$ cat src/rtl/ctrldec_pkg.sv
package ctrldec_pkg;
  localparam int WORD_W    = 32;
  localparam int FLAG_W    = 10;
  localparam int KEY_WORDS = 8;
  localparam int IV_WORDS  = 4;
  localparam int CNT_W     = 5;
  localparam int KIDX_W    = $clog2(KEY_WORDS);
  localparam int VIDX_W    = $clog2(IV_WORDS);

  // type flag bit positions
  localparam int FL_CTRL   = 0;
  localparam int FL_CIPHER = 1;
  localparam int FL_IV     = 3;
  localparam int FL_KEYA   = 4;
  localparam int FL_KEYB   = 5;
  localparam int FL_KEYC   = 6;
  localparam int KEYB_SLOT = 4;
  localparam int KEYC_SLOT = 6;

  // header field positions
  localparam int KSZ_LO = 20;
  localparam int OPM_LO = 28;

  localparam logic [3:0] OPM_ENC = 4'h1;
  localparam logic [3:0] OPM_DEC = 4'h3;

  typedef enum logic [1:0] {S_IDLE, S_CTRL, S_DATA, S_DROP} state_t;

  typedef struct packed {
    logic              snap;
    logic              wrHdr;
    logic              wrLen;
    logic              wrIv;
    logic              wrKey;
    logic [KIDX_W-1:0] idx;
    logic              commit;
  } strobe_t;
endpackage

$ cat src/rtl/ctrldec_ctrl.sv
module ctrldec_ctrl
  import ctrldec_pkg::*;
(
  input  logic              clk,
  input  logic              rstN,
  input  logic              inValid,
  input  logic              inSop,
  input  logic              inEop,
  input  logic [FLAG_W-1:0] inType,
  input  logic              outReady,
  input  logic              cfgValid,
  input  logic [3:0]        cfgKeySize,
  input  logic [3:0]        cfgOpMode,
  input  logic [3:0]        shKeySize,
  input  logic [3:0]        shOpMode,
  output logic              inReady,
  output logic              passData,
  output logic              firstBeat,
  output strobe_t           st,
  output logic              protoErr,
  output logic              malformErr
);
  state_t            state, stateNext;
  logic [FLAG_W-1:0] flagsQ, flags;
  logic [CNT_W-1:0]  cntQ, cnt, ivBase, keyBase, keyCnt, total, keyOff;
  logic [CNT_W-1:0]  keyStart, limit;
  logic [3:0]        keySize, opMode;
  logic              errQ, beat, inCtrl, tooMany, badNow, opOk, stray;
  logic              protoNext, malformNext;

  assign firstBeat = (state == S_IDLE) && inSop;
  assign inCtrl    = (firstBeat && inType[FL_CTRL]) || (state == S_CTRL);
  assign passData  = (firstBeat && !inType[FL_CTRL] && cfgValid) || (state == S_DATA);
  assign inReady   = passData ? outReady : 1'b1;
  assign beat      = inValid && inReady;
  assign stray     = (state == S_IDLE) && inValid && !inSop;

  assign flags = (state == S_IDLE) ? inType : flagsQ;
  assign cnt   = (state == S_IDLE) ? '0 : cntQ;

  // section layout implied by the flags
  always_comb begin
    keySize  = (cnt == '0) ? cfgKeySize : shKeySize;
    opMode   = (cnt == '0) ? cfgOpMode  : shOpMode;
    limit    = (keySize == 4'd4 || keySize == 4'd6 || keySize == 4'd8) ? CNT_W'(keySize) : '0;
    keyStart = flags[FL_KEYA] ? '0 : (flags[FL_KEYB] ? CNT_W'(KEYB_SLOT) : CNT_W'(KEYC_SLOT));
    keyCnt   = ((|flags[FL_KEYC:FL_KEYA]) && (limit > keyStart)) ? limit - keyStart : '0;
    ivBase   = flags[FL_CIPHER] ? CNT_W'(2) : '0;
    keyBase  = ivBase + (flags[FL_IV] ? CNT_W'(IV_WORDS) : '0);
    total    = keyBase + keyCnt;
    keyOff   = keyStart + (cnt - keyBase);
    tooMany  = cnt >= total;
    opOk     = (opMode == OPM_ENC) || (opMode == OPM_DEC);
    badNow   = errQ || tooMany || ((cnt + 1'b1) != total);
  end

  always_comb begin
    st = '0;
    if (beat && inCtrl) begin
      st.snap  = (cnt == '0);
      st.wrHdr = flags[FL_CIPHER] && (cnt == '0);
      st.wrLen = flags[FL_CIPHER] && (cnt == CNT_W'(1));
      if (flags[FL_IV] && cnt >= ivBase && cnt < ivBase + CNT_W'(IV_WORDS)) begin
        st.wrIv = 1'b1;
        st.idx  = KIDX_W'(cnt - ivBase);
      end
      if (cnt >= keyBase && cnt < total) begin
        st.wrKey = 1'b1;
        st.idx   = KIDX_W'(keyOff);
      end
      st.commit = inEop && !badNow && opOk;
    end
  end

  always_comb begin
    protoNext   = 1'b0;
    malformNext = stray;
    stateNext   = state;
    if (beat) begin
      if (inCtrl && inEop) begin
        malformNext = badNow;
        protoNext   = !badNow && !opOk;
      end
      if (firstBeat && !inType[FL_CTRL] && !cfgValid) protoNext = 1'b1;
      if (firstBeat) begin
        if (inEop)                  stateNext = S_IDLE;
        else if (inType[FL_CTRL])   stateNext = S_CTRL;
        else if (cfgValid)          stateNext = S_DATA;
        else                        stateNext = S_DROP;
      end else if (state != S_IDLE && inEop) begin
        stateNext = S_IDLE;
      end
    end
  end

  always_ff @(posedge clk or negedge rstN) begin
    if (!rstN) begin
      state      <= S_IDLE;
      flagsQ     <= '0;
      cntQ       <= '0;
      errQ       <= 1'b0;
      protoErr   <= 1'b0;
      malformErr <= 1'b0;
    end else begin
      state      <= stateNext;
      protoErr   <= protoNext;
      malformErr <= malformNext;
      if (beat && firstBeat) flagsQ <= inType;
      if (beat && inCtrl) begin
        cntQ <= (&cnt) ? cnt : cnt + 1'b1;
        errQ <= ((state == S_IDLE) ? 1'b0 : errQ) | tooMany;
      end
    end
  end
endmodule

$ cat src/rtl/ctrldec_dp.sv
module ctrldec_dp
  import ctrldec_pkg::*;
(
  input  logic                          clk,
  input  logic                          rstN,
  input  logic [WORD_W-1:0]             inData,
  input  strobe_t                       st,
  output logic                          cfgValid,
  output logic [WORD_W-1:0]             cfgHdr,
  output logic [WORD_W-1:0]             cfgLen,
  output logic [IV_WORDS*WORD_W-1:0]    cfgIvFlat,
  output logic [KEY_WORDS*WORD_W-1:0]   cfgKeyFlat,
  output logic [3:0]                    shKeySize,
  output logic [3:0]                    shOpMode
);
  logic [WORD_W-1:0] shHdr, shLen, nHdr, nLen;
  logic [WORD_W-1:0] shIv[IV_WORDS],   nIv[IV_WORDS],   cIv[IV_WORDS];
  logic [WORD_W-1:0] shKey[KEY_WORDS], nKey[KEY_WORDS], cKey[KEY_WORDS];

  assign shKeySize = shHdr[KSZ_LO +: 4];
  assign shOpMode  = shHdr[OPM_LO +: 4];

  // next shadow contents: snapshot of active config, then this beat's write
  always_comb begin
    nHdr = st.snap ? cfgHdr : shHdr;
    nLen = st.snap ? cfgLen : shLen;
    for (int i = 0; i < IV_WORDS; i++)  nIv[i]  = st.snap ? cIv[i]  : shIv[i];
    for (int i = 0; i < KEY_WORDS; i++) nKey[i] = st.snap ? cKey[i] : shKey[i];
    if (st.wrHdr) nHdr = inData;
    if (st.wrLen) nLen = inData;
    if (st.wrIv)  nIv[st.idx[VIDX_W-1:0]] = inData;
    if (st.wrKey) nKey[st.idx] = inData;
  end

  always_ff @(posedge clk or negedge rstN) begin
    if (!rstN) begin
      shHdr <= '0; shLen <= '0; cfgHdr <= '0; cfgLen <= '0; cfgValid <= 1'b0;
      for (int i = 0; i < IV_WORDS; i++)  begin shIv[i]  <= '0; cIv[i]  <= '0; end
      for (int i = 0; i < KEY_WORDS; i++) begin shKey[i] <= '0; cKey[i] <= '0; end
    end else begin
      shHdr <= nHdr;
      shLen <= nLen;
      shIv  <= nIv;
      shKey <= nKey;
      if (st.commit) begin
        cfgHdr   <= nHdr;
        cfgLen   <= nLen;
        cIv      <= nIv;
        cKey     <= nKey;
        cfgValid <= 1'b1;
      end
    end
  end

  for (genvar g = 0; g < IV_WORDS; g++) begin : g_iv
    assign cfgIvFlat[g*WORD_W +: WORD_W] = cIv[g];
  end
  for (genvar g = 0; g < KEY_WORDS; g++) begin : g_key
    assign cfgKeyFlat[g*WORD_W +: WORD_W] = cKey[g];
  end
endmodule

$ cat src/rtl/ctrlpkt_decoder.sv
module ctrlpkt_decoder
  import ctrldec_pkg::*;
(
  input  logic          clk,
  input  logic          rstN,
  input  logic          inValid,
  output logic          inReady,
  input  logic          inSop,
  input  logic          inEop,
  input  logic [9:0]    inType,
  input  logic [31:0]   inData,
  output logic          outValid,
  input  logic          outReady,
  output logic          outSop,
  output logic          outEop,
  output logic [31:0]   outData,
  output logic [7:0]    outProcId,
  output logic          cfgValid,
  output logic [31:0]   cfgHeader,
  output logic [15:0]   cfgAlgLen,
  output logic [15:0]   cfgHdrLen,
  output logic          cfgDecrypt,
  output logic [127:0]  cfgIv,
  output logic [255:0]  cfgKey,
  output logic          protoErr,
  output logic          malformErr
);
  strobe_t     st;
  logic        passData, firstBeat;
  logic [3:0]  shKeySize, shOpMode;
  logic [31:0] cfgLen;

  ctrldec_ctrl u_ctrl (
    .clk(clk), .rstN(rstN), .inValid(inValid), .inSop(inSop), .inEop(inEop),
    .inType(inType), .outReady(outReady), .cfgValid(cfgValid),
    .cfgKeySize(cfgHeader[KSZ_LO +: 4]), .cfgOpMode(cfgHeader[OPM_LO +: 4]),
    .shKeySize(shKeySize), .shOpMode(shOpMode), .inReady(inReady),
    .passData(passData), .firstBeat(firstBeat), .st(st),
    .protoErr(protoErr), .malformErr(malformErr)
  );

  ctrldec_dp u_dp (
    .clk(clk), .rstN(rstN), .inData(inData), .st(st), .cfgValid(cfgValid),
    .cfgHdr(cfgHeader), .cfgLen(cfgLen), .cfgIvFlat(cfgIv), .cfgKeyFlat(cfgKey),
    .shKeySize(shKeySize), .shOpMode(shOpMode)
  );

  assign outValid   = passData && inValid;
  assign outSop     = firstBeat;
  assign outEop     = inEop;
  assign outData    = inData;
  assign outProcId  = cfgHeader[7:0];
  assign cfgAlgLen  = cfgLen[15:0];
  assign cfgHdrLen  = cfgLen[31:16];
  assign cfgDecrypt = cfgHeader[OPM_LO +: 4] == OPM_DEC;
endmodule

$ cat config.mk
export PLATFORM = sky130hd
export DESIGN_NAME = ctrlpkt_decoder
export DESIGN_NICKNAME = d
export VERILOG_FILES = /design/src/rtl/ctrldec_pkg.sv /design/src/rtl/ctrldec_ctrl.sv /design/src/rtl/ctrldec_dp.sv /design/src/rtl/ctrlpkt_decoder.sv
export SDC_FILE = /design/constraint.sdc
export NUM_CORES = 2
export LEC_CHECK = 0
export BUFFER_PORTS_ARGS = -buffer_cell sky130_fd_sc_hd__buf_2
export CAP_MARGIN = 20
export CORE_UTILIZATION = 53
export DETAILED_ROUTE_END_ITERATION = 10
export PLACE_DENSITY = 0.77
export SLEW_MARGIN = 20
export SYNTH_ARGS = -nofsm -noshare
export SYNTH_HDL_FRONTEND = slang
export SYNTH_SLANG_ARGS = --single-unit
$ cat constraint.sdc
create_clock -name clk -period 6.31 [get_ports clk]
set_input_delay 0.3155 -clock clk [delete_from_list [all_inputs] [get_ports clk]]
set_output_delay 0.3155 -clock clk [all_outputs]
set_load 0.01 [all_outputs]
==> impl_metrics.yaml <==
critical_path:
  cp_max_fo: 9
  endpoint_kind: "flip-flop"
  r2r_cells: 27
  cpMostUsedCell: "ha_1"
  r2r_slack_ps: 350
  crit_type: "flip-flop to flip-flop"
  cp.required_ps: 6890
  critPathArrivalTime_ps: 6540
  r2r-end: "u_dp.cfgKeyFlat[156]"
  cp_slowest_cell: "fa_1"
  critPathMaxStageDelay_ps: 460
  start_kind: "flip-flop"
  regToRegStartpoint: "u_ctrl.state[1]"
yosys:
  synth_xor_area_share_pct: 0.279
  ys_seq_area_share_pct: 53.7
  synth.yosys.warnings: 0
  synth_top_flop_cell: "dfrtp_1"
  synth_top_family_by_area: "compound AO/OA/AOI/OAI gates"
  syn_nets: 4429
  synth.distinct_cells: 62
  synth_mux_area_share_pct: 3.27
  synthAdderAreaFrac_pct: 0.700
  syn_area_per_cell_um2: 9.76
  ys_async_sr_fraction_pct: 100
  synth_area_leader_cell: "dfrtp_1"
  synth_compound_area_share_pct: 22.9
  synth_top_cell_area_share_pct: 53.7
  synth_seq_cells: 912
  syn_inst: 4359
  syn_area_mm2: 0.0425
  yosys.area_share.simple_pct: 13.8
  synth_enable_flop_cells: 0
  synthTopCellsByArea: "dfrtp_1 (54%), nand2_1 (8.3%), a2bb2oi_2 (5.3%)"
sta:
  max_freq_mhz: 168
  tightest_slew_ps: 1230
  max_slew_margin_pct: 18.2
  slew_viol_final: 0
  clock_skew_ps: 39.9
  setup_ws_ps: 354
  period_minus_slack_ps: 5960
  period_share_pct: 94.4
  hold_violations: 0
  setup_viol: 0
  grt_setup_unrepaired: "no"
  hold_slack_ps: 49.6
  fin_setup_tns_ps: 0
power_and_ir_drop:
  p_per_area_mw_per_mm2: 420
  leakage_nw: 24.5
  ir_worst_vdd_mv: 0.246
  finalPower_mw: 20.9
route:
  viasPerCell: 6.30
  dr.pass1.iters: 6
  post_drt_wl_per_cell_um: 24.4
  ant_nets: 0
  wl_mm: 141
  first_iter_violations: 4302
  route.vias.total: 36290
  drc: 0
finish:
  fin_area_mm2: 0.0496
  layoutNonFillerInstCount: 5759
  layout-drive-gt1-share_pct: 21.7
  syn2layout_area_growth_pct: 16.7
  nFillCells: 6254
  num-nets-final: 4702
  fin_util_pct: 62.6
clocking:
  clk_latency_ps: 660
  h-tree-depth: 3
  path_clk_slew_ps: 60
  clockRootBuffer: "clkbuf_16"
  clock_path_buffers: 3
  numCtsBuffers: 97
  clock_sinks: 912
  cts_tree: "done"
min_path:
  whs_path_depth: 3
  min_to: "u_ctrl.state[1]"
  worstHoldPathType: "input pin to flip-flop"
  hold_start: "inSop"
grt:
  grt_pass1_wl_mm: 210
  gr-total-overflow: 0
  grt_pass1_vias: 33894
  grt_antenna_before_repair: 0
  grt_max_degree: 171
  grtUsageTotal_pct: 33.4
floorplan:
  initial_core_util_pct: 53.7
  rows: 103
  num_io_pins: 544
  die_area_mm2: 0.0814
  die-width_um: 285
  core_area_mm2: 0.0793
  die_height_um: 285
placement:
  dp_cells: 5560
  dp_hpwl_mm: 80.1
  port_buffers: 539
  dpl_cell_area_mm2: 0.0459
  gp_congestion: 0.893
  place_ws_ps: 101
status:
  status: "completed"
flow_run:
  max_cap_violations: 0
==> worst max-delay path by stage <==
stage                           end  slack [ps]  cells after the start       startpoint
2_1_floorplan    u_dp.cfgIvFlat[78]         190                     30  u_ctrl.state[1]
3_3_place_gp     u_dp.cfgIvFlat[83]         270                     29  u_ctrl.state[1]
3_5_place_dp      u_dp.cfgIvFlat[8]         100                     26  u_ctrl.state[1]
4_1_cts           u_dp.cfgIvFlat[8]          90                     26  u_ctrl.state[1]
5_1_grt        u_dp.cfgKeyFlat[133]          20                     27  u_ctrl.state[1]
6_report       u_dp.cfgKeyFlat[156]         350                     27  u_ctrl.state[1]
==> cells by family (layout without fill, tap and decap cells) <==
kind of cell,count (synthesis),count (layout)
mux,138,138
other cells,1,2
simple gates,1459,1459
compound gates,1292,1292
xor+xnor,12,12
buf+inv,523,872
flops,912,912
fa+ha+maj,22,22
==> placed cells by master, fill, tap and decap left out, types with 48 or more instances in the layout <==
master	instances
and2_1	59
clkbuf_16	102
a31oi_1	332
o22ai_1	322
o21ai_0	121
mux2i_1	131
buf_4	68
dfrtp_1	912
a2bb2oi_1	179
buf_2	538
a21oi_1	119
nand2_1	936
a2bb2oi_2	150
buf_12	48
nor2_1	396
==> registers in the layout, summed over array words and instances, names as in the netlist, 32 cells and up <==
register / cells
u_dp.shIv: 128
u_dp.cfgHdr: 32
u_dp.cfgKeyFlat: 256
u_dp.shHdr: 32
u_dp.cfgLen: 32
u_dp.shKey: 256
u_dp.shLen: 32
u_dp.cfgIvFlat: 128
==> cell type report <==
type | count | area [um^2] | share of cell area [%]
clock inverter | 36 | 514 | 1.04
sequential | 912 | 22800 | 46.0
timing repair buffer | 675 | 4530 | 9.12
inverter | 22 | 82.6 | 0.166
tap | 1050 | 1310 | 2.65
antenna | 1 | 2.50 | 0.00504
clock buffer | 139 | 2840 | 5.71
multi-input combinational | 2924 | 17500 | 35.3
==> critical path, delay by kind of cell, from the launching register on <==
family | cells | cell delay [ps]
xor+xnor | 1 | 180
compound gates | 5 | 1050
fa+ha+maj | 7 | 1780
buf+inv | 5 | 690
flops | 1 | 370
simple gates | 9 | 1800
==> cells in the mapped netlist, types with 4 or more instances <==
master / n
a2bb2oi_1: 179
a21oi_2: 7
o21ai_0: 121
a2bb2oi_2: 150
dfrtp_1: 912
buf_2: 51
a21oi_1: 120
and2_1: 59
buf_4: 42
a21o_1: 7
nand2b_1: 14
nor3_1: 5
nand4_1: 5
buf_1: 86
buf_6: 16
nor2b_1: 4
mux2i_1: 132
nor2_1: 397
mux2_2: 6
clkbuf_1: 306
nand3_1: 7
a21oi_4: 6
xnor2_1: 10
inv_1: 22
nand2_1: 941
o2bb2ai_1: 33
a31oi_1: 332
o22ai_1: 322
ha_1: 19
==> report_power, final <==
group / internal [mW] / total [mW] / switching (mW) / leakage (nW)
sequential: 7.36 / 8.34 / 0.986 / 12.5
clock: 3.51 / 5.96 / 2.46 / 1.65
combinational: 2.64 / 6.55 / 3.91 / 10.3
==> layer usage <==
layer | track usage [%] | part of all wire, % | vias up | wire length (um)
li1 | - | - | 15879 | -
met1 | 45.4 | 39 | 18035 | 54600
met2 | 49.6 | 45 | 2007 | 63500
met3 | 7.62 | 10 | 369 | 14500
met4 | 18.5 | 5.8 | 0 | 8120
met5 | 0 | 0 | - | 0
==> timing repair <==
item,CTS,global route
endpoints found under the setup margin,0,479
hold buffers,7,0
hold endpoints to repair,100,0
resized for setup,0,16
setup buffers,0,10
Power figures use the tool's default switching activity.
